$ cat config.mk
export PLATFORM = sky130hd
export DESIGN_NAME = nine_bit_spi_link
export DESIGN_NICKNAME = d
export VERILOG_FILES = /design/src/rtl/nine_bit_spi_link.sv
export SDC_FILE = /design/constraint.sdc
export NUM_CORES = 1
export LEC_CHECK = 0
export ABC_AREA = 0
export ABC_CLOCK_PERIOD_IN_PS = 2100
export BUFFER_PORTS_ARGS = -buffer_cell sky130_fd_sc_hd__buf_2
export CAP_MARGIN = 30
export CELL_PAD_IN_SITES_DETAIL_PLACEMENT = 0
export CELL_PAD_IN_SITES_GLOBAL_PLACEMENT = 1
export CORE_UTILIZATION = 42
export CTS_BUF_LIST = sky130_fd_sc_hd__clkbuf_4
export DETAILED_ROUTE_END_ITERATION = 8
export HOLD_SLACK_MARGIN = 0.08
export PLACE_DENSITY = 0.86
export SLEW_MARGIN = 30
export SYNTH_ARGS = -nofsm -noshare
export SYNTH_HDL_FRONTEND = slang
export SYNTH_SLANG_ARGS = --single-unit
$ cat constraint.sdc
create_clock -name clk -period 2.1 [get_ports clk]
set_input_delay 0.21 -clock clk [delete_from_list [all_inputs] [get_ports clk]]
set_output_delay 0.21 -clock clk [all_outputs]
set_load 0.05 [all_outputs]
$ cat src/rtl/nine_bit_spi_link.sv
`timescale 1ns/1ps
module nine_bit_spi_link #(
  parameter int HALF_DIV = 2
) (
  input  logic        clk,
  input  logic        rst_n,
  input  logic        req_valid,
  output logic        req_ready,
  input  logic        req_read,
  input  logic        req_is_data,
  input  logic [7:0]  req_byte,
  input  logic [2:0]  req_rlen,
  output logic        sclk,
  output logic        cs_n,
  output logic        sda_out,
  output logic        sda_oe,
  input  logic        sda_in,
  output logic        busy,
  output logic        rd_done,
  output logic        rd_err,
  output logic [31:0] rd_data
);
  localparam int CW = (HALF_DIV > 1) ? $clog2(HALF_DIV) : 1;

  typedef enum logic [1:0] {S_IDLE, S_SETUP, S_HIGH, S_LOW} st_t;

  st_t          st;
  logic [CW-1:0] cnt;
  logic [8:0]   txsh;
  logic [3:0]   txleft;
  logic [5:0]   rxleft;
  logic [3:0]   rxbit;
  logic [7:0]   w;
  logic [1:0]   idx;
  logic [2:0]   carry;
  logic         rx_on, is_rd, fin;

  wire tick    = (cnt == CW'(HALF_DIV - 1));
  wire len_ok  = (req_rlen == 3'd1) || (req_rlen == 3'd3) || (req_rlen == 3'd4);
  wire last_tx = (st == S_HIGH) && tick && !rx_on && (txleft == 4'd1);

  assign req_ready = (st == S_IDLE) || (last_tx && !is_rd && !req_read);
  assign sclk      = (st == S_HIGH);
  assign cs_n      = (st == S_IDLE);
  assign busy      = (st != S_IDLE);
  assign sda_oe    = (st != S_IDLE) && !rx_on;
  assign sda_out   = txsh[8];

  wire  [8:0]  wn = {w, sda_in};
  logic [17:0] al;
  logic [2:0]  carry_nx;
  always_comb begin
    al       = ({9'b0, wn} >> idx) | ({15'b0, carry} << (4'd9 - {2'b0, idx}));
    carry_nx = wn[2:0] & ((3'd1 << idx) - 3'd1);
  end

  always_ff @(posedge clk or negedge rst_n) begin
    if (!rst_n) begin
      st <= S_IDLE; cnt <= '0; txsh <= '0; txleft <= '0; rxleft <= '0;
      rxbit <= '0; w <= '0; idx <= '0; carry <= '0;
      rx_on <= 1'b0; is_rd <= 1'b0; fin <= 1'b0;
      rd_done <= 1'b0; rd_err <= 1'b0; rd_data <= '0;
    end else begin
      rd_done <= 1'b0;
      rd_err  <= 1'b0;
      if (st == S_IDLE || tick) cnt <= '0;
      else                      cnt <= cnt + 1'b1;
      case (st)
        S_IDLE: if (req_valid) begin
          if (req_read && !len_ok) rd_err <= 1'b1;
          else begin
            st     <= S_SETUP;
            txsh   <= {req_read ? 1'b0 : req_is_data, req_byte};
            txleft <= 4'd9;
            is_rd  <= req_read;
            rx_on  <= 1'b0;
            fin    <= 1'b0;
            rxleft <= 6'(req_rlen) * 6'd9;
            rxbit  <= '0;
            w      <= '0;
            idx    <= '0;
            carry  <= '0;
            if (req_read) rd_data <= '0;
          end
        end
        S_SETUP: if (tick) st <= S_HIGH;
        S_HIGH: if (tick) begin
          st <= S_LOW;
          if (!rx_on) begin
            if (txleft == 4'd1) begin
              if (is_rd) rx_on <= 1'b1;
              else if (req_valid && req_ready) begin
                txsh   <= {req_is_data, req_byte};
                txleft <= 4'd9;
              end else fin <= 1'b1;
            end else begin
              txsh   <= {txsh[7:0], 1'b0};
              txleft <= txleft - 4'd1;
            end
          end else begin
            rxleft <= rxleft - 6'd1;
            if (rxbit == 4'd8) begin
              rxbit <= '0;
              w     <= '0;
              rd_data[{idx, 3'b000} +: 8] <= al[7:0];
              idx   <= idx + 2'd1;
              carry <= carry_nx;
            end else begin
              rxbit <= rxbit + 4'd1;
              w     <= {w[6:0], sda_in};
            end
            if (rxleft == 6'd1) fin <= 1'b1;
          end
        end
        S_LOW: if (tick) begin
          if (fin) begin
            st      <= S_IDLE;
            rd_done <= is_rd;
          end else st <= S_HIGH;
        end
        default: st <= S_IDLE;
      endcase
    end
  end
endmodule


# Word-level counts from Yosys, hierarchy flattened
# Cells that the tools add are included.
# word_totals
in_bits,17
out_inout_bits,40
ff_bits,76
wordCells,165
# classes
addsub,8
n_bitwise,3
n_mul,1
n_eq_ne,24
muxes,82
n_reduce_logical,27
shifts,5
# ops
operator,count
$mux W32,6
$pmux W32 S2,1
$mux W9,7
$mux W4,12
$mux W8,5
$bwmux W32,1
$shift A8 B7 Y32 const A,1
$shiftx A8 B7 Y32,1
$mux W6,4
$mux W2,11
$mux W1,20
$pmux W9 S2,1
$pmux W4 S2,2
$pmux W8 S2,1
$mux W3,5
$reduce_and A7 Y1,2
$ne A2 B2 Y1 const B,6
$pmux W6 S2,1
$reduce_and A5 Y1,2
$ne A3 B3 Y1 const B,3
$shr A9 B2 Y8,1
$logic_and A1 B1 Y1,8
$or A8 B8 Y8,1
$pmux W2 S4,1
other kinds (35),47

# Longest topological paths before layout
# depth
depth_word,14
ltp_mapped,7
ltp_nobuf,6

# Least setup slack after synthesis
# Ideal clock, no wire load.
# synth_timing
kind,register -> output
start,register st[0]
end,output port req_ready
path_buffers,1
setup_slack_ns,-0.800
t_arrival_ns,2.690
path_stages_with_launch,6
required_ns,1.890
path_cell_list,dfrtp_1 buf_2 nand2b_1 nor2_1 nand2_1 o41ai_1
# synth_between
elab_chain_cells,7
word_cells_on_any_way,8
classes_between,eq/ne (1); reduce/logical (7)
# synth_rtl
element,line,source
start: declaration,27,st_t st;
start signal: assignment,59,st <= S_IDLE; cnt <= '0; txsh <= '0; txleft <= '0; rxleft <= '0;
start signal: assignment,72,st <= S_SETUP;
start signal: assignment,86,S_SETUP: if (tick) st <= S_HIGH;
$eq A2 B2 Y1,40,wire last_tx = (st == S_HIGH) && tick && !rx_on && (txleft == 4'd1);
$logic_and A1 B1 Y1 (3 in a row),40,
$logic_and A1 B1 Y1 (2 in a row),42,assign req_ready = (st == S_IDLE) || (last_tx && !is_rd && !req_read);
$logic_or A1 B1 Y1 *,42,
end: declaration,8,"output logic req_ready,"
# Every way passes the cells marked *; elsewhere a longest branch is shown, timed or not.

# Final worst setup path
# layout_timing
start,register txleft[1]
end,output port req_ready
# layout_between
elab_chain_cells,5
# layout_rtl
element,line,source
start: declaration,30,logic [3:0] txleft;
start signal: assignment,98,txleft <= txleft - 4'd1;
$eq A4 B1 Y1,40,
$logic_and A1 B1 Y1,40,
$logic_and A1 B1 Y1 (2 in a row),42,
$logic_or A1 B1 Y1,42,
# No other way between the ends.

==> results.ini <==
[yosys]
async_flop_share = 1.00
ys.flop_type = dfrtp_1
syn_area_per_cell_um2 = 11.1
yosysSeqAreaShare = 0.469
synth_cells = 361
synth-seq-cells = 75
synth_edf_count = 0
synth_area_um2 = 4000
synth.distinct_cells = 49
synth_warnings = 0
synth_fp_nets = 388

[setup_path]
worstPathCellList = inv_2 > ha_4 > or3b_4 > o41ai_2 > buf_4
endpoint_kind = output pin
arrival_ps = 2010
r2r-start = idx[1]$_DFFE_PN0P_
ff2ff_path_depth = 6
reg2reg_slack_ps = 140
reg2reg_to = rd_data[11]$_DFFE_PN0P_
crit_path_start_kind = register
required_ps = 1890
crit_slowest_cell = dfrtp_1
crit_fanout = 4
critPathKind = reg2out
cpPeakStageDelay_ps = 410
startpoint = txleft[1]$_DFFE_PN0P_

[routing]
vias_per_cell = 5.38
drtAntennaViolNets = 0
initialDrtViolationCount = 141
wire_per_inst_um = 15.6
vias = 3169
drcViolationCount = 0
drtPass1Iterations = 4
wirelength_mm = 9.20

[power_and_ir_drop]
peakVddDrop_mv = 0.491
p_switching_uw = 2800
netSwitchingFraction = 0.433
p_per_area_nw_per_um2 = 1300
power_frac_comb = 0.510
pwr-share-clk = 0.162
p_int_uw = 3670
seqPwrFrac = 0.329
power.leakage_uw = 0.00234

[global_routing]
gr-total-overflow = 0
antenna_found_initial = 0
track_usage = 0.195
grt_pass1_wl_mm = 15.1
grt_pass1_vias = 3091
grt_start_max_net_pins = 34

[cts]
insertion_delay_ps = 430
clock-sinks = 75
root_buffer = clkbuf_4
cts_tree = done
cts_max_path_buffers = 2
cts_buffers = 9
cts.clk_slew.worst_paths_ps = 130
htree_levels = 3

[place]
post-place-ws_ps = -85.9
gp_congestion = 0.784
portBuffers = 56
dp_hpwl_mm = 6.86
dp.cells = 564

[outcome]
violations = negative setup slack
status = complete, but fails checks

[min_path]
holdPathStages = 3
worstHoldPathType = in2reg
hold-path-endpoint = rxleft[2]$_DFFE_PN0P_
worstHoldStart = req_rlen[2]

[sta]
slew_headroom = 0.605
hold_viol = 0
rsz0062_at_grt = yes
fin_skew_ps = 16.0
setup_viol = 1
period_needed_ps = 2220
fin_crit_sh = 1.05
setup_ws_ps = -115
tightest_slew_ps = 592
fmaxAchievable_mhz = 451
slew_viol_final = 0

[cells_and_area]
area_growth_syn_to_layout_pct = 24.0
finalNonFillerCells = 589
ff_latch_area_um2 = 1880
final_cell_mix = dfrtp_1 (73), mux2_2 (58), buf_2 (53)
nFillCells = 802
layout_commonest_cell = dfrtp_1
fin_nets = 481
multi_input_comb_area_um2 = 2050
drive_gt1_frac = 0.423

[run]
maxCapViolations = 0

[floorplan]
die_w_um = 99.6
dieArea_um2 = 9920
start_util = 0.433
dieHeight_um = 99.6
pin_count = 57
design.core.area_um2 = 9240
rows = 35

-- critical path, delay by kind of cell, from the launching register on --
family	cells	cell delay, ps
flip-flops	1	410
buffers and inverters	2	340
AND/OR/NAND/NOR	1	400
adder cells (fa/ha/maj)	1	130
AO/OA/AOI/OAI	1	310
-- repair_timing --
action,in CTS,in global routing
pin swaps,0,3
endpoints found under the hold margin,26,0
setup endpoints to repair,34,53
buffers inserted,0,4
gates resized for setup,8,10
hold buffers,4,0
-- stage by stage --
stage / total power [uW] / TNS (ps) / hold slack [ps] / instance area, um^2 / util
after floorplan: 4280 / -207 / -85.6 / 4020 / -
after global placement: 5240 / 0 / 241 / 4660 / 0.505
after detailed placement: 5310 / -803 / 242 / 4660 / 0.505
after CTS: 6420 / -174 / 107 / 4890 / 0.529
after global routing: 6890 / -261 / 114 / 4960 / 0.536
final: 6470 / -115 / 138 / 4960 / 0.537
-- per-layer routing --
layer,vias up,wire [um],global-route usage
li1,1491,-,-
met3,8,248,0.0337
met1,1618,4260,0.263
met2,52,4580,0.315
met4,0,114,0.0747
met5,-,0,0
-- power groups by stage --
stage	clock, uW	combinational [uW]	sequential [uW]
after floorplan	0	2130	2150
after global placement	0	3120	2120
after detailed placement	0	3180	2140
after CTS	1070	3230	2110
after global routing	1130	3590	2170
final	1050	3300	2130
-- synth_stat cells (4+ instances only) --
cell type / number / area share
ha_1: 10 / 0.031
nor2_1: 48 / 0.045
o2111ai_4: 4 / 0.026
o211ai_1: 4 / 0.0075
nand3_1: 10 / 0.013
a21oi_1: 6 / 0.0075
nand2_1: 16 / 0.015
nand4_1: 8 / 0.013
nor3b_1: 4 / 0.0075
o2bb2ai_1: 4 / 0.0088
inv_1: 18 / 0.017
clkbuf_1: 10 / 0.0094
mux2_2: 58 / 0.16
dfrtp_1: 75 / 0.47
mux2i_1: 14 / 0.035
o21ai_0: 21 / 0.026
-- state kept, by name, indices dropped and copies added (netlist names), 2 cells and up --
register	cells
st	2
rxleft	6
carry	2
txsh	9
rxbit	4
txleft	4
idx	2
rd_data	32
w	8
-- logic make-up (layout without fill, tap and decap cells) --
| family | count (synthesis) | count (layout) | synth area share |
|---|---|---|---|
| simple gates | 104 | 104 | 0.126 |
| mux | 72 | 72 | 0.198 |
| other cells | 0 | 1 | 0 |
| fa+ha+maj | 10 | 10 | 0.0313 |
| buf+inv | 34 | 132 | 0.0344 |
| compound gates | 65 | 65 | 0.139 |
| xor+xnor | 1 | 1 | 0.00219 |
| flops | 75 | 75 | 0.469 |
-- cell type report --
cell class | count | share of cell area
multi-input cells | 252 | 0.413
flip-flops and latches | 75 | 0.379
repair buffers | 97 | 0.127
well taps | 129 | 0.0325
clock inverters | 7 | 0.0199
inverters | 19 | 0.0144
clock buffers | 9 | 0.0136
diodes | 1 | 0.000505
-- worst max path at each step --
stage / to / slack [ps] / depth (start not counted)
after floorplan: req_ready / -150 / 5
after global placement: txsh[5]$_DFFE_PN0P_ / 30 / 5
after detailed placement: rd_data[28]$_DFFE_PN0P_ / -90 / 6
after CTS: req_ready / -110 / 5
after global routing: req_ready / -200 / 5
final: req_ready / -120 / 5
Note: power is estimated with default switching activity, not from simulation.
